==> src/rtl/vfd_pkg.sv <==
package vfd_pkg;

  localparam int LINES_525 = 525;
  localparam int LINES_625 = 625;
  localparam int LINE_W = $clog2(LINES_625 + 1);

  // vertical blanking windows, frame-relative line numbers
  localparam int B525_A_END   = 21;
  localparam int B525_B_START = 263;
  localparam int B525_B_END   = 283;
  localparam int B625_A_END   = 22;
  localparam int B625_B_START = 311;
  localparam int B625_B_END   = 335;

  typedef logic [LINE_W-1:0] line_t;

  // control-to-datapath strobes
  typedef struct packed {
    logic lineAdv;
    logic fieldLoad;
    logic fieldVal;
    logic frameLoad;
  } strobe_t;

  function automatic line_t frameLength(input logic is625);
    return is625 ? line_t'(LINES_625) : line_t'(LINES_525);
  endfunction

  function automatic logic stdBlank(input logic is625, input line_t ln);
    logic res;
    if (is625)
      res = (ln <= line_t'(B625_A_END)) ||
            ((ln >= line_t'(B625_B_START)) && (ln <= line_t'(B625_B_END)));
    else
      res = (ln <= line_t'(B525_A_END)) ||
            ((ln >= line_t'(B525_B_START)) && (ln <= line_t'(B525_B_END)));
    return res;
  endfunction

endpackage

==> src/rtl/vfd_sync.sv <==
module vfd_sync #(
  parameter int   STAGES  = 2,
  parameter logic RST_VAL = 1'b0
) (
  input  logic clk,
  input  logic rstN,
  input  logic d,
  output logic q
);

  logic [STAGES-1:0] chain;

  always_ff @(posedge clk or negedge rstN) begin
    if (!rstN) chain <= {STAGES{RST_VAL}};
    else       chain <= {chain[STAGES-2:0], d};
  end

  assign q = chain[STAGES-1];

endmodule

==> src/rtl/vfd_ctrl.sv <==
module vfd_ctrl
  import vfd_pkg::*;
#(
  parameter int SYNC_STAGES = 2,
  parameter int MODE_W      = 3
) (
  input  logic              clk,
  input  logic              rstN,
  input  logic              hsyncN,
  input  logic              fieldIn,
  input  logic              extBlank,
  input  logic [MODE_W-1:0] modeSel,
  output strobe_t           strb,
  output logic              modeActive,
  output logic              extBlankSync
);

  localparam logic [MODE_W-1:0] MODE_ON = {MODE_W{1'b1}};

  logic hSync, fSync;
  logic hPrev, fPrev;
  logic hFall, fEdge;

  vfd_sync #(.STAGES(SYNC_STAGES), .RST_VAL(1'b1)) uSyncH (
    .clk(clk), .rstN(rstN), .d(hsyncN), .q(hSync));
  vfd_sync #(.STAGES(SYNC_STAGES), .RST_VAL(1'b0)) uSyncF (
    .clk(clk), .rstN(rstN), .d(fieldIn), .q(fSync));
  vfd_sync #(.STAGES(SYNC_STAGES), .RST_VAL(1'b1)) uSyncB (
    .clk(clk), .rstN(rstN), .d(extBlank), .q(extBlankSync));

  always_ff @(posedge clk or negedge rstN) begin
    if (!rstN) begin
      hPrev <= 1'b1;
      fPrev <= 1'b0;
    end else begin
      hPrev <= hSync;
      fPrev <= fSync;
    end
  end

  // lowest bit (master/slave) is forced so it cannot matter
  assign modeActive = ((modeSel | MODE_W'(1)) == MODE_ON);

  assign hFall = hPrev & ~hSync;
  assign fEdge = hSync & (fSync ^ fPrev);

  always_comb begin
    strb.lineAdv   = modeActive & hFall;
    strb.fieldLoad = modeActive & fEdge;
    strb.fieldVal  = fSync;
    strb.frameLoad = modeActive & fEdge & ~fSync;
  end

  AST_STROBE_EXCL: assert property (@(posedge clk) disable iff (!rstN)
    !(strb.lineAdv && strb.fieldLoad));

endmodule

==> src/rtl/vfd_datapath.sv <==
module vfd_datapath
  import vfd_pkg::*;
(
  input  logic    clk,
  input  logic    rstN,
  input  strobe_t strb,
  input  logic    modeActive,
  input  logic    std625,
  input  logic    blankEn,
  input  logic    extBlankSync,
  output line_t   lineNum,
  output logic    fieldId,
  output logic    frameStart,
  output logic    blankOut
);

  line_t total;
  line_t nextLine;

  assign total    = frameLength(std625);
  assign nextLine = (lineNum >= total) ? line_t'(1) : lineNum + line_t'(1);

  always_ff @(posedge clk or negedge rstN) begin
    if (!rstN) begin
      lineNum    <= line_t'(1);
      fieldId    <= 1'b0;
      frameStart <= 1'b0;
      blankOut   <= 1'b1;
    end else begin
      if (strb.frameLoad)    lineNum <= line_t'(1);
      else if (strb.lineAdv) lineNum <= nextLine;
      if (strb.fieldLoad)    fieldId <= strb.fieldVal;
      frameStart <= strb.frameLoad;
      if (!modeActive)   blankOut <= 1'b1;
      else if (blankEn)  blankOut <= extBlankSync;
      else               blankOut <= stdBlank(std625, lineNum);
    end
  end

  AST_LINE_RANGE: assert property (@(posedge clk) disable iff (!rstN)
    (lineNum != '0) && (lineNum <= line_t'(LINES_625)));

  AST_WRAP: assert property (@(posedge clk) disable iff (!rstN)
    (strb.lineAdv && !strb.frameLoad && lineNum == total) |=> (lineNum == line_t'(1)));

  AST_FS_LINE1: assert property (@(posedge clk) disable iff (!rstN)
    frameStart |-> (lineNum == line_t'(1) && !fieldId));

  AST_FROZEN: assert property (@(posedge clk) disable iff (!rstN)
    !modeActive |=> ($stable(lineNum) && $stable(fieldId) && !frameStart));

endmodule

==> src/rtl/vfield_decoder.sv <==
module vfield_decoder
  import vfd_pkg::*;
#(
  parameter int SYNC_STAGES = 2
) (
  input  logic              clk,
  input  logic              rstN,
  input  logic              hsyncN,
  input  logic              fieldIn,
  input  logic              extBlank,
  input  logic              blankEn,
  input  logic              std625,
  input  logic [2:0]        modeSel,
  output logic [LINE_W-1:0] lineNum,
  output logic              fieldId,
  output logic              frameStart,
  output logic              blankOut
);

  strobe_t strb;
  logic    modeActive;
  logic    extBlankSync;
  line_t   lineQ;

  vfd_ctrl #(.SYNC_STAGES(SYNC_STAGES), .MODE_W(3)) uCtrl (
    .clk(clk), .rstN(rstN), .hsyncN(hsyncN), .fieldIn(fieldIn),
    .extBlank(extBlank), .modeSel(modeSel), .strb(strb),
    .modeActive(modeActive), .extBlankSync(extBlankSync));

  vfd_datapath uData (
    .clk(clk), .rstN(rstN), .strb(strb), .modeActive(modeActive),
    .std625(std625), .blankEn(blankEn), .extBlankSync(extBlankSync),
    .lineNum(lineQ), .fieldId(fieldId), .frameStart(frameStart),
    .blankOut(blankOut));

  assign lineNum = lineQ;

endmodule

==> config.mk <==
export PLATFORM = sky130hd
export DESIGN_NAME = vfield_decoder
export DESIGN_NICKNAME = d
export VERILOG_FILES = /design/src/rtl/vfd_pkg.sv /design/src/rtl/vfd_sync.sv /design/src/rtl/vfd_ctrl.sv /design/src/rtl/vfd_datapath.sv /design/src/rtl/vfield_decoder.sv
export SDC_FILE = /design/constraint.sdc
export NUM_CORES = 1
export LEC_CHECK = 0
export ABC_CLOCK_PERIOD_IN_PS = 2100
export BUFFER_PORTS_ARGS = -buffer_cell sky130_fd_sc_hd__buf_4
export CAP_MARGIN = 20
export CORE_AREA = 8 8 53 64
export DETAILED_ROUTE_END_ITERATION = 16
export DIE_AREA = 0 0 61 72
export PLACE_DENSITY = 0.8
export SYNTH_ARGS = -nofsm -noshare
export SYNTH_HDL_FRONTEND = slang
export SYNTH_SLANG_ARGS = --single-unit
==> constraint.sdc <==
create_clock -name clk -period 2.1 [get_ports clk]
set_clock_uncertainty 0.1 [all_clocks]
set_input_delay 0.105 -clock clk [delete_from_list [all_inputs] [get_ports clk]]
set_output_delay 0.105 -clock clk [all_outputs]
set_load 0.02 [all_outputs]
Word level (Yosys, flattened, before mapping)
Cells that the tools add are included.
- bitwise operators: 8
- $lt $le $gt $ge: 7
- add/sub/neg operators: 1
- equal/unequal tests: 1
- mux-type cells: 7
- reduce and logical (&&, ||, !) cells: 5
- operators with widths (cell ; number):
    2-to-1 mux 10 bit ; 3
    >= comparator 10 x 9 -> 1 bit, second input constant ; 2
    <= comparator 10 x 5 -> 1 bit, second input constant ; 2
    <= comparator 10 x 9 -> 1 bit, second input constant ; 2
    adder 10 x 1 -> 10 bit, second input constant ; 1
    >= comparator 10 bit ; 1
    2-to-1 mux 7 bit ; 1
    bitwise AND 1 bit ; 5
    2-to-1 mux 1 bit ; 3
    equality test 2 bit, second input constant ; 1
    logical AND 1 bit ; 2
    logical OR 1 bit ; 2
    NOT 1 bit ; 2
    nonzero test 2 bit ; 1
    XOR 1 bit ; 1
- output and inout port bits: 13
- word-level logic and storage cells: 38
- flip-flop bits (word level): 21

Logic depth before layout (Yosys ltp)
Gate-level depths: netlist of run 1.
- depth after elaboration: 6
- depth in mapped cells: 8
- gate-level depth less buffers: 7

By module
A second synthesis of run 1 with hierarchy kept.
- cell total of the unflattened synthesis: 121
- area, all modules: 1234.9 um^2
- by module, submodules not included (module ; cells an instance ; seq. area each (um^2) ; times used ; area an instance (um^2)):
    vfd_datapath ; 106 ; 327.8 ; 1 ; 973.4
    vfd_ctrl ; 9 ; 51.3 ; 1 ; 106.4
    vfd_sync (uCtrl.uSyncB ...) ; 2 ; 52.6 ; 2 ; 52.6
    vfd_sync (uCtrl.uSyncF) ; 2 ; 50.0 ; 1 ; 50.0

Least setup slack after synthesis of run 1
No wires, ideal clock.
- kind: register -> register
- from: reg uData.lineNum[0]
- to: reg uData.lineNum[9]
- arrival: 1.699 ns
- path slack: 0.165 ns
- path buffers: 1
- setup time: 0.136 ns
- stages on the path, launching flop included: 9
- cells stage by stage: dfstp_2 inv_1 ha_1 nor2b_1 o21ai_1 a21oi_2 buf_2 a41oi_1 o31ai_1
- cells in the longest elaborated chain, start to end: 4
- elaborated cells between the ends (all ways): 5
- those cells by class: add/sub (1); order compare (1); mux (3)
- RTL lines (item ; RTL line ; RTL):
    start, declared ; vfd_datapath.sv:11 ; output line_t lineNum,
    start signal, assigned ; vfd_datapath.sv:25 ; lineNum <= line_t'(1);
    start signal, assigned ; vfd_datapath.sv:30 ; if (strb.frameLoad) lineNum <= line_t'(1);
    start signal, assigned ; vfd_datapath.sv:31 ; else if (strb.lineAdv) lineNum <= nextLine;
    adder 10 x 1 -> 10 bit / >= comparator 10 bit (equally long branches) ; vfd_datapath.sv:21 ; assign nextLine = (lineNum >= total) ? line_t'(1) : lineNum + line_t'(1);
    2-to-1 mux 10 bit * ; vfd_datapath.sv:21 ;
    2-to-1 mux 10 bit * ; vfd_datapath.sv:31 ;
    2-to-1 mux 10 bit * ; vfd_datapath.sv:30 ;
Every way passes the cells marked *; elsewhere a longest branch is shown, timed or not. The select of a mux whose other input is x is not followed.
A chain may end at the register's enable or synchronous reset.

Final worst setup path of run 1
Ends and elaborated chain as after synthesis.

==> summary.log, run 1 <==
INFO  synthesis      post_synth.cell_area_avg=9.60um^2
INFO  timing         setup_viol_count_final=0
INFO  synthesis      synth_area=1240um^2
INFO  setup_path     critPathCapture=uData.lineNum[9]$_DFFE_PN0P_
INFO  floorplan      num_io_pins=23
INFO  floorplan      overall_die_width=61um
INFO  setup_path     worst-endpoint-required=2.19ns
INFO  detailed_routing wl_per_cell=14.8um
INFO  final_layout   fillerInstances=201
INFO  timing         rsz0062_at_grt=false
INFO  clock_tree     clkSlewWorstSetupHoldPaths=0.12ns
INFO  setup_path     crit_path_max_incr_delay=0.62ns
INFO  power          total_power=1.55mW
INFO  grt            globalRoute.totalOverflow=0
INFO  floorplan      row_count=20
INFO  final_layout   proportion_of_layout_cells_with_a_drive_suffix_above_1=28.3%
INFO  setup_path     r2r_cells=8
INFO  detailed_routing routed-wl-met2=1.46mm
INFO  setup_path     critPathLaunch=uData.lineNum[0]$_DFFE_PN1P_
INFO  clock_tree     clock_latency=0.30ns
INFO  floorplan      die_y=72um
INFO  floorplan      core_area=2430um^2
INFO  placed_design  postPlaceCellArea=1430um^2
INFO  detailed_routing drc=0
INFO  floorplan      initial_utilization=51.0%
INFO  synthesis      synth_nets=148
INFO  timing         report.final.slew_viol_count=0
INFO  clock_tree     cts.path.max_buffers=2
INFO  detailed_routing detailroute.via_count=1077
INFO  final_layout   area_added_between_synthesis_and_finish=22.6%
INFO  setup_path     critical_path.max_fanout=13
INFO  power          cellPowerDensity=1020nW/um^2
INFO  grt            grt_first_pass_wirelength=4.45mm
INFO  final_layout   multi_input_gate_area=619um^2
INFO  clock_tree     clock-sinks=21
INFO  grt            maximum_number_of_pins_on_one_net_before_global_route_repair=22
INFO  detailed_routing drt-initial-drc-count=78
INFO  final_layout   mostFrequentLayoutCell=sky130_fd_sc_hd__buf_4
INFO  timing         final_period_minus_worst_setup_slack=2.01ns
INFO  placed_design  port-buffer-count=21
INFO  timing         clock.fmax=0.497GHz
INFO  timing         fin_crit_sh=95.8%
INFO  setup_path     worstReg2RegStart=uData.lineNum[0]$_DFFE_PN1P_
INFO  setup_path     startpoint_type=flop
INFO  timing         worst_slew_margin_rel=76.7%
INFO  clock_tree     number_of_buffers_added_by_the_clock_tree_synthesis_step=3
INFO  synthesis      async_reset_ff_share=100%
INFO  final_layout   postLayoutCoreUtil=62.6%
INFO  min_path       hold_path_class=in2reg
INFO  floorplan      area_of_the_die=4390um^2
INFO  setup_path     timing.critical_path.arrival=2.10ns
INFO  detailed_routing detail_route.vias_per_cell=5.61
INFO  synthesis      yosys.cell_types.count=41
INFO  setup_path     path_cells=inv_1 -> ha_1 -> nor2b_1 -> o21ai_1 -> a21oi_2 -> buf_4 -> a41oi_1 -> o31ai_1
INFO  setup_path     timing.rr.end=uData.lineNum[9]$_DFFE_PN0P_
INFO  synthesis      post-synth-top-area-fraction=28.3%
INFO  final_layout   finalNonFillerCells=192
INFO  synthesis      number_of_flops_mapped_to_enable_cells_by_yosys=0
INFO  outcome        status=finished, final reports clean
INFO  power          p_leak=0.663nW
INFO  setup_path     critPathTopFamily=flip-flops
INFO  clock_tree     cell_at_the_root_of_the_clock_tree=sky130_fd_sc_hd__clkbuf_4
INFO  final_layout   insertedDiodeCount=0
INFO  final_layout   layout.nets=179
INFO  synthesis      number_of_warnings_printed_during_yosys_synthesis=0
INFO  setup_path     reg2reg_setup_slack=0.09ns
INFO  grt            grt_usage=13.0%
INFO  clock_tree     clock_tree_from_tritoncts=built
INFO  clock_tree     h_tree_lvls=1
INFO  final_layout   layout.area.seq=534um^2
INFO  timing         tns=0ns
INFO  flow_run       drv_cap=0
INFO  timing         timing.final.ws_setup=0.0892ns
INFO  detailed_routing overall_routed_net_length=2.84mm
INFO  setup_path     critPathSlowestCell=sky130_fd_sc_hd__dfstp_2
INFO  setup_path     critPathKind=reg2reg
INFO  synthesis      seq_area_frac_synth=43.1%
INFO  synthesis      yosys.area.top_type=sky130_fd_sc_hd__dfrtp_1
INFO  detailed_routing drt_pre_antenna_iters=4
INFO  synthesis      post_synthesis_instance_total=129
INFO  placed_design  placed_cells=182
INFO  detailed_routing route.met3.wl=187um
INFO  synthesis      synth.top_cells.by_area=sky130_fd_sc_hd__dfrtp_1, sky130_fd_sc_hd__dfstp_2, sky130_fd_sc_hd__ha_1
INFO  timing         finalHoldViolations=0
INFO  placed_design  hpwl=2.09mm
INFO  synthesis      top_flip_flop_cell_by_instance_count_after_synthesis=sky130_fd_sc_hd__dfrtp_1
INFO  detailed_routing postRouteAntennaNets=0
INFO  setup_path     crit_path_capture_type=flop
INFO  detailed_routing m1WireLength=1.18mm
INFO  synthesis      postSynthRegisterBits=21
INFO  placed_design  dp_slack=0.103ns
INFO  clock_tree     cts_resized=0
INFO  detailed_routing top_signal_layer_used=met4
INFO  setup_path     cp.buffers_inverters=2
INFO  timing         worst_hold_check_slack=0.0230ns
INFO  grt            initial_antenna_violation_count=0
INFO  placed_design  place.gp.congestion=0.875
INFO  final_layout   mostFrequentLayoutCells=sky130_fd_sc_hd__buf_4, sky130_fd_sc_hd__dfrtp_1, sky130_fd_sc_hd__nand2_1
INFO  power          irDropWorstVdd=664uV
INFO  final_layout   post-route-cell-area=1520um^2
INFO  setup_path     cp_num_cells=8
INFO  timing         tightest_slew=0.350ns
INFO  grt            first_global_vias=1003
-- cell usage after synthesis, types with 2 or more instances --
master,n
sky130_fd_sc_hd__a31oi_1,6
sky130_fd_sc_hd__nor2_1,9
sky130_fd_sc_hd__nand3_1,8
sky130_fd_sc_hd__ha_1,9
sky130_fd_sc_hd__buf_2,2
sky130_fd_sc_hd__dfrtp_1,14
sky130_fd_sc_hd__mux2i_1,2
sky130_fd_sc_hd__inv_1,8
sky130_fd_sc_hd__buf_6,3
sky130_fd_sc_hd__dfstp_2,7
sky130_fd_sc_hd__nand4_1,3
sky130_fd_sc_hd__a21oi_1,5
sky130_fd_sc_hd__or2_1,2
sky130_fd_sc_hd__nand2_1,10
sky130_fd_sc_hd__clkbuf_1,2
sky130_fd_sc_hd__o21ai_1,6
sky130_fd_sc_hd__nand2b_1,3
sky130_fd_sc_hd__nand3b_1,2
sky130_fd_sc_hd__nor2b_1,2
sky130_fd_sc_hd__o31ai_1,2
sky130_fd_sc_hd__a21o_1,2
sky130_fd_sc_hd__a41oi_1,2
sky130_fd_sc_hd__o21ai_0,2
-- report_power, final --
group	internal, mW	switching, mW	leakage (nW)
Clock	0.0725	0.126	0.0139
Sequential	0.488	0.138	0.244
Combinational	0.323	0.403	0.405
-- sequential cells by signal, summed over array words and instances, names as in the netlist --
register	flops
uData.lineNum	10
uCtrl.uSyncF.chain	2
uData.frameStart	1
uCtrl.fPrev	1
uData.fieldId	1
uCtrl.hPrev	1
uCtrl.uSyncH.chain	2
uData.blankOut	1
uCtrl.uSyncB.chain	2
-- cell families after synthesis --
group,Yosys count,synth area share [%]
DFF,21,43.1
muxes,2,1.62
buffers and inverters,16,6.87
and+or+nand+nor,46,19.8
AOI/OAI and AO/OA,35,19.5
adders and majority gates,9,9.09
-- cell type report --
type                       count  share of cell area [%]
timing repair buffer          33                    17.1
sequential                    21                    35.2
clock inverter                 1                   0.494
clock buffer                   3                    1.48
multi-input combinational     92                    40.8
tap                           33                    2.72
inverter                       9                    2.22
-- layer usage --
layer	track usage [%]	vias to the layer above
met5	0	-
met4	5.19	0
met3	2.30	2
met2	21.8	37
met1	15.6	508
li1	-	530
-- how the worst min path moves through the flow --
| stage | startpoint | to | cells after the start |
|---|---|---|---|
| floorplan | rstN | uCtrl.fPrev$_DFF_PN0_ | 0 |
| CTS | modeSel[2] | uData.fieldId$_DFFE_PN0P_ | 3 |
| detailed placement | rstN | uCtrl.uSyncF.chain[0]$_DFF_PN0_ | 1 |
| global placement | rstN | uCtrl.uSyncF.chain[0]$_DFF_PN0_ | 1 |
| finish | modeSel[2] | uData.fieldId$_DFFE_PN0P_ | 3 |
| global route | modeSel[2] | uData.fieldId$_DFFE_PN0P_ | 3 |
-- worst register-to-register path: stages (launching register included) --
cell,delay (ns)
sky130_fd_sc_hd__dfstp_2,0.62
sky130_fd_sc_hd__inv_1,0.09
sky130_fd_sc_hd__ha_1,0.21
sky130_fd_sc_hd__nor2b_1,0.14
sky130_fd_sc_hd__o21ai_1,0.15
sky130_fd_sc_hd__a21oi_2,0.09
sky130_fd_sc_hd__buf_4,0.19
sky130_fd_sc_hd__a41oi_1,0.21
sky130_fd_sc_hd__o31ai_1,0.10
-- repair_timing --
item	in CTS	in global routing
hold buffers	5	0
setup buffers	0	1
endpoints found under the hold margin	25	0
setup endpoints to repair	0	1
(Power assumes the default switching activity.)
==> run 2, diff against run 1 <==
--- a/config.mk
+++ b/config.mk
@@ -5,13 +5,13 @@
 export SDC_FILE = /design/constraint.sdc
 export NUM_CORES = 1
 export LEC_CHECK = 0
-export ABC_CLOCK_PERIOD_IN_PS = 2100
+export ABC_CLOCK_PERIOD_IN_PS = 1800
 export BUFFER_PORTS_ARGS = -buffer_cell sky130_fd_sc_hd__buf_4
 export CAP_MARGIN = 20
-export CORE_AREA = 8 8 53 64
+export CORE_AREA = 8 8 55 67
 export DETAILED_ROUTE_END_ITERATION = 16
-export DIE_AREA = 0 0 61 72
-export PLACE_DENSITY = 0.8
+export DIE_AREA = 0 0 63 75
+export PLACE_DENSITY = 0.77
 export SYNTH_ARGS = -nofsm -noshare
 export SYNTH_HDL_FRONTEND = slang
 export SYNTH_SLANG_ARGS = --single-unit
==> constraint.sdc (replaced) <==
create_clock -name clk -period 1.8 [get_ports clk]
set_clock_uncertainty 0.1 [all_clocks]
set_input_delay 0.09 -clock clk [delete_from_list [all_inputs] [get_ports clk]]
set_output_delay 0.09 -clock clk [all_outputs]
set_load 0.02 [all_outputs]
==> run 2 against run 1 <==
  * The run now ends with setup timing left
  * Core utilization is 3.1 points higher
  * Highest routed layer unchanged
  * Combinational power up 86%
  * Critical endpoint is now uData.blankOut$_DFF_PN1_
  * Global-route usage grew 1.1 points
  * Fmax increased by 12%
  * Die area increased by 7.6%
  * Setup slack lost 0.093 ns
==> summary.log, run 2 (synthesized netlist as in run 1, its figures left out) <==
INFO  outcome        status=finished, violations left
INFO  outcome        failing_checks=setup timing
INFO  final_layout   post-route-cell-area=1740um^2
INFO  timing         clock.fmax=0.555GHz
INFO  floorplan      die_y=75um
INFO  power          switching_share=42.2%
INFO  setup_path     critPathCapture=uData.blankOut$_DFF_PN1_
INFO  clock_tree     clock_latency=0.30ns
INFO  grt            maximum_number_of_pins_on_one_net_before_global_route_repair=22
INFO  clock_tree     clock-sinks=21
INFO  timing         report.final.slew_viol_count=0
INFO  final_layout   layout.nets=192
INFO  final_layout   finalNonFillerCells=206
INFO  placed_design  placed_cells=189
INFO  power          irDropWorstVdd=605uV
INFO  detailed_routing detailroute.via_count=1188
INFO  power          clock_power_share=10.4%
INFO  grt            grt_first_pass_wirelength=5.32mm
INFO  placed_design  place.gp.congestion=0.852
INFO  power          cellPowerDensity=1280nW/um^2
INFO  final_layout   insertedDiodeCount=0
INFO  timing         worst_hold_check_slack=0.0216ns
INFO  timing         rsz0062_at_grt=true
INFO  detailed_routing drc=0
INFO  grt            first_global_vias=1187
INFO  floorplan      row_count=21
INFO  floorplan      initial_utilization=46.7%
INFO  timing         tightest_slew=0.433ns
INFO  setup_path     worst-endpoint-required=1.96ns
INFO  timing         tns=-0.00338ns
INFO  setup_path     worstReg2RegStart=uData.lineNum[6]$_DFFE_PN0P_
INFO  setup_path     crit_path_capture_type=flop
INFO  final_layout   max_ffs_per_register=10
INFO  final_layout   mostFrequentLayoutCells=sky130_fd_sc_hd__buf_4, sky130_fd_sc_hd__dfrtp_1, sky130_fd_sc_hd__nand2_1
INFO  placed_design  hpwl=2.23mm
INFO  detailed_routing drt-initial-drc-count=83
INFO  clock_tree     clkSlewWorstSetupHoldPaths=0.12ns
INFO  power          combinational_share_of_power=60.3%
INFO  clock_tree     number_of_buffers_added_by_the_clock_tree_synthesis_step=3
INFO  power          cell_internal_pwr=1.29mW
INFO  setup_path     timing.critical_path.arrival=1.96ns
INFO  clock_tree     cell_at_the_root_of_the_clock_tree=sky130_fd_sc_hd__clkbuf_4
INFO  detailed_routing detail_route.vias_per_cell=5.77
INFO  timing         setup_viol_count_final=1
INFO  timing         worst_slew_margin_rel=71.1%
INFO  placed_design  port-buffer-count=21
INFO  final_layout   largest_register=uData.lineNum
INFO  grt            globalRoute.totalOverflow=0
INFO  final_layout   area_added_between_synthesis_and_finish=40.8%
INFO  setup_path     critical_path.max_fanout=3
INFO  final_layout   mostFrequentLayoutCell=sky130_fd_sc_hd__buf_4
INFO  setup_path     reg2reg_setup_slack=-0.003ns
INFO  power          switching_power=0.944mW
INFO  detailed_routing drt_pre_antenna_iters=4
INFO  clock_tree     h_tree_lvls=1
INFO  grt            initial_antenna_violation_count=0
INFO  detailed_routing overall_routed_net_length=3.42mm
INFO  timing         final_period_minus_worst_setup_slack=1.80ns
INFO  placed_design  postPlaceCellArea=1490um^2
INFO  floorplan      area_of_the_die=4730um^2
INFO  flow_run       drv_cap=0
INFO  power          seq_power_share=29.3%
INFO  detailed_routing wl_per_cell=16.6um
INFO  floorplan      overall_die_width=63um
INFO  grt            grt_usage=14.1%
INFO  clock_tree     clock_tree_from_tritoncts=built
INFO  final_layout   proportion_of_layout_cells_with_a_drive_suffix_above_1=45.3%
INFO  detailed_routing postRouteAntennaNets=0
INFO  setup_path     startpoint_type=flop
INFO  timing         timing.final.ws_setup=-0.00338ns
INFO  clock_tree     cts.path.max_buffers=2
INFO  floorplan      core_area=2650um^2
INFO  floorplan      num_io_pins=23
INFO  power          p_leak=0.738nW
INFO  setup_path     critPathLaunch=uData.lineNum[6]$_DFFE_PN0P_
INFO  timing         fin_crit_sh=100%
INFO  setup_path     timing.rr.end=uData.blankOut$_DFF_PN1_
INFO  final_layout   postLayoutCoreUtil=65.7%
INFO  setup_path     r2r_cells=6
INFO  setup_path     critPathKind=reg2reg
INFO  timing         finalHoldViolations=0
INFO  min_path       hold_path_class=in2reg
-- run 2: power groups by stage --
stage | registers, mW | clock network (mW) | logic [mW]
finish | 0.654 | 0.233 | 1.35
global route | 0.665 | 0.269 | 1.46
CTS | 0.649 | 0.243 | 1.12
detailed placement | 0.660 | 0 | 1.00
global placement | 0.653 | 0 | 0.964
floorplan | 0.787 | 0 | 0.532
-- run 2: cell type report --
class | count | area (um^2)
fill | 196 | 910
clock inverter | 1 | 7.51
timing repair buffer | 46 | 365
inverter | 9 | 33.8
clock buffer | 3 | 22.5
sequential | 21 | 536
multi-input combinational | 92 | 737
tap | 34 | 42.5
-- run 2: repair_timing --
item / in CTS / in global routing
gates resized for setup: 9 / 15
gates cloned: 1 / 0
hold buffers: 5 / 0
pin swaps: 3 / 11
endpoints found under the hold margin: 25 / 0
setup buffers: 1 / 6
setup endpoints to repair: 8 / 11
-- run 2: worst min-delay path by stage --
stage	start	end	slack, ns	depth (start not counted)
global placement	rstN	uCtrl.uSyncF.chain[0]$_DFF_PN0_	-0.12	1
global route	modeSel[2]	uData.fieldId$_DFFE_PN0P_	0.03	3
detailed placement	rstN	uCtrl.uSyncF.chain[1]$_DFF_PN0_	-0.11	1
floorplan	rstN	uCtrl.fPrev$_DFF_PN0_	-0.31	0
CTS	modeSel[2]	uData.fieldId$_DFFE_PN0P_	0.01	3
finish	modeSel[2]	uData.fieldId$_DFFE_PN0P_	0.02	3
-- run 2: layer usage --
metal	vias up	wire, um	global-route usage [%]	share of wire, %
met4	0	34	7.87	1.0
li1	553	-	-	-
met3	9	238	3.42	7.0
met5	-	0	0	0
met2	58	1830	25.7	54
met1	568	1310	14.7	38
-- run 2: through the flow --
stage	worst slack [ns]	total power, mW
after floorplan	-0.00865	1.32
after global placement	-0.00415	1.62
after detailed placement	-0.0471	1.66
after CTS	0.00866	2.02
after global routing	-0.0563	2.40
final	-0.00338	2.23
-- run 2: critical path, cell delays in order, from the launching register on --
cell                        delay, ns
sky130_fd_sc_hd__dfrtp_1         0.45
sky130_fd_sc_hd__buf_4           0.16
sky130_fd_sc_hd__or4_4           0.43
sky130_fd_sc_hd__a2111oi_2       0.30
sky130_fd_sc_hd__a31oi_1         0.08
sky130_fd_sc_hd__nand3b_1        0.10
sky130_fd_sc_hd__a31o_1          0.14
==> run 3, diff against run 2 <==
--- a/config.mk
+++ b/config.mk
@@ -5,13 +5,12 @@
 export SDC_FILE = /design/constraint.sdc
 export NUM_CORES = 1
 export LEC_CHECK = 0
-export ABC_CLOCK_PERIOD_IN_PS = 1800
+export ABC_CLOCK_PERIOD_IN_PS = 2200
 export BUFFER_PORTS_ARGS = -buffer_cell sky130_fd_sc_hd__buf_4
-export CAP_MARGIN = 20
-export CORE_AREA = 8 8 55 67
+export CORE_AREA = 8 8 53 63
 export DETAILED_ROUTE_END_ITERATION = 16
-export DIE_AREA = 0 0 63 75
-export PLACE_DENSITY = 0.77
+export DIE_AREA = 0 0 61 71
+export PLACE_DENSITY = 0.82
 export SYNTH_ARGS = -nofsm -noshare
 export SYNTH_HDL_FRONTEND = slang
 export SYNTH_SLANG_ARGS = --single-unit
==> constraint.sdc (replaced) <==
create_clock -name clk -period 2.2 [get_ports clk]
set_clock_uncertainty 0.1 [all_clocks]
set_input_delay 0.11 -clock clk [delete_from_list [all_inputs] [get_ports clk]]
set_output_delay 0.11 -clock clk [all_outputs]
set_load 0.02 [all_outputs]
==> run 3 against run 2 <==
  * The flow now finishes without violations
  * Via count decreased by 7.8%
  * Power decreased by 34%
  * Cell count decreased by 7.8%
  * Routed wire length decreased by 18%
  * Critical path type unchanged
  * Critical endpoint is now uData.lineNum[9]$_DFFE_PN0P_
  * Largest power group unchanged
  * Highest routed layer unchanged
==> summary.log, run 3 (synthesized netlist as in run 1, its figures left out) <==
INFO  outcome        status=finished, final reports clean
INFO  final_layout   layout.nets=177
INFO  setup_path     critPathCapture=uData.lineNum[9]$_DFFE_PN0P_
INFO  clock_tree     clock_latency=0.31ns
INFO  floorplan      core_area=2430um^2
INFO  placed_design  postPlaceCellArea=1420um^2
INFO  final_layout   largest_register=uData.lineNum
INFO  grt            grt_first_pass_wirelength=4.67mm
INFO  detailed_routing postRouteAntennaNets=0
INFO  flow_run       drv_cap=0
INFO  timing         finalHoldViolations=0
INFO  setup_path     startpoint_type=flop
INFO  setup_path     worst-endpoint-required=2.30ns
INFO  grt            grt_usage=14.0%
INFO  detailed_routing drt_pre_antenna_iters=4
INFO  timing         final_period_minus_worst_setup_slack=2.03ns
INFO  setup_path     path_cells=inv_1 -> ha_1 -> nor2b_1 -> o21ai_1 -> a21oi_2 -> buf_4 -> a41oi_1 -> o31ai_1
INFO  floorplan      area_of_the_die=4330um^2
INFO  grt            globalRoute.totalOverflow=0
INFO  timing         report.final.slew_viol_count=0
INFO  setup_path     crit_path_capture_type=flop
INFO  clock_tree     clkSlewWorstSetupHoldPaths=0.12ns
INFO  floorplan      overall_die_width=61um
INFO  final_layout   mostFrequentLayoutCells=sky130_fd_sc_hd__buf_4, sky130_fd_sc_hd__dfrtp_1, sky130_fd_sc_hd__nand2_1
INFO  detailed_routing detailroute.via_count=1095
INFO  final_layout   post-route-cell-area=1500um^2
INFO  setup_path     reg2reg_setup_slack=0.17ns
INFO  timing         worst_slew_margin_rel=74.3%
INFO  setup_path     crit_path_max_incr_delay=0.62ns
INFO  timing         fin_crit_sh=92.2%
INFO  setup_path     timing.rr.end=uData.lineNum[9]$_DFFE_PN0P_
INFO  grt            maximum_number_of_pins_on_one_net_before_global_route_repair=22
INFO  clock_tree     clock-sinks=21
INFO  final_layout   insertedDiodeCount=0
INFO  timing         timing.final.ws_setup=0.172ns
INFO  timing         tightest_slew=0.386ns
INFO  placed_design  place.gp.congestion=0.795
INFO  final_layout   mostFrequentLayoutCell=sky130_fd_sc_hd__buf_4
INFO  grt            initial_antenna_violation_count=0
INFO  clock_tree     cts_resized=0
INFO  detailed_routing overall_routed_net_length=2.81mm
INFO  timing         clock.fmax=0.493GHz
INFO  min_path       hold_path_class=in2reg
INFO  clock_tree     h_tree_lvls=1
INFO  placed_design  hpwl=2.16mm
INFO  floorplan      die_y=71um
INFO  timing         tns=0ns
INFO  power          cellPowerDensity=979nW/um^2
INFO  setup_path     timing.critical_path.arrival=2.13ns
INFO  clock_tree     cell_at_the_root_of_the_clock_tree=sky130_fd_sc_hd__clkbuf_4
INFO  final_layout   area_added_between_synthesis_and_finish=21.4%
INFO  power          p_leak=0.653nW
INFO  detailed_routing detail_route.vias_per_cell=5.76
INFO  clock_tree     number_of_buffers_added_by_the_clock_tree_synthesis_step=3
INFO  floorplan      num_io_pins=23
INFO  final_layout   max_ffs_per_register=10
INFO  grt            first_global_vias=1084
INFO  floorplan      row_count=20
INFO  final_layout   proportion_of_layout_cells_with_a_drive_suffix_above_1=27.4%
INFO  setup_path     worstReg2RegStart=uData.lineNum[0]$_DFFE_PN1P_
INFO  setup_path     critPathLaunch=uData.lineNum[0]$_DFFE_PN1P_
INFO  detailed_routing drt-initial-drc-count=44
INFO  detailed_routing drc=0
INFO  floorplan      initial_utilization=51.0%
INFO  setup_path     critPathKind=reg2reg
INFO  timing         rsz0062_at_grt=false
INFO  power          irDropWorstVdd=545uV
INFO  clock_tree     cts.path.max_buffers=2
INFO  detailed_routing wl_per_cell=14.8um
INFO  setup_path     critPathSlowestCell=sky130_fd_sc_hd__dfstp_2
INFO  placed_design  dp_slack=0.188ns
INFO  setup_path     critical_path.max_fanout=13
INFO  clock_tree     clock_tree_from_tritoncts=built
INFO  placed_design  port-buffer-count=21
INFO  setup_path     r2r_cells=8
INFO  timing         setup_viol_count_final=0
## run 3: worst min-delay path by stage
stage	from	end	slack (ns)	cells after the start
CTS	modeSel[2]	uData.fieldId$_DFFE_PN0P_	0.02	3
detailed placement	rstN	uCtrl.uSyncF.chain[0]$_DFF_PN0_	-0.1	1
global route	modeSel[2]	uData.fieldId$_DFFE_PN0P_	0.04	3
floorplan	rstN	uCtrl.fPrev$_DFF_PN0_	-0.29	0
finish	modeSel[2]	uData.fieldId$_DFFE_PN0P_	0.02	3
global placement	rstN	uCtrl.uSyncF.chain[0]$_DFF_PN0_	-0.10	1
## run 3: per-stage QoR
stage / hold WS (ns) / cells / power [mW] / utilization (%)
3_5_place_dp: -0.0974 / 181 / 1.28 / 58.7
6_report: 0.0180 / 190 / 1.47 / 62.0
5_1_grt: 0.0437 / 190 / 1.57 / 62.0
2_1_floorplan: -0.286 / 129 / 1.05 / -
4_1_cts: 0.0171 / 190 / 1.48 / 62.0
3_3_place_gp: -0.102 / 181 / 1.23 / 58.7
## run 3: what timing repair did
item	4_1_cts	5_1_grt
setup buffers	0	0
hold buffers	5	0
hold endpoints to repair	25	0
## run 3: layout make-up
class,count,area [um^2]
Sequential cell,21,534
Clock inverter,1,7.51
Fill cell,218,923
Clock buffer,3,22.5
Inverter,9,33.8
Tap cell,33,41.3
Timing Repair Buffer,31,245
Multi-Input combinational cell,92,619
## run 3: metal layers
metal	GRT usage [%]	up-vias	wire, um
li1	-	523	-
met1	15.0	536	1110
met2	24.4	27	1480
met3	2.18	9	127
met4	8.31	0	93
met5	0	-	0
## run 3: worst max-delay path: cells and delay by family, from the launching register on
| kind | cells | cell delay (ns) |
|---|---|---|
| buffers and inverters | 2 | 0.27 |
| AND/OR/NAND/NOR | 1 | 0.13 |
| AO/OA/AOI/OAI | 4 | 0.58 |
| adder cells (fa/ha/maj) | 1 | 0.22 |
| flip-flops | 1 | 0.62 |
## run 3: where the power goes
part | switching [mW] | leakage [nW] | internal [mW] | total, mW
registers | 0.124 | 0.244 | 0.466 | 0.590
clock network | 0.128 | 0.0139 | 0.0695 | 0.197
logic | 0.387 | 0.395 | 0.299 | 0.685
total | 0.638 | 0.653 | 0.834 | 1.47
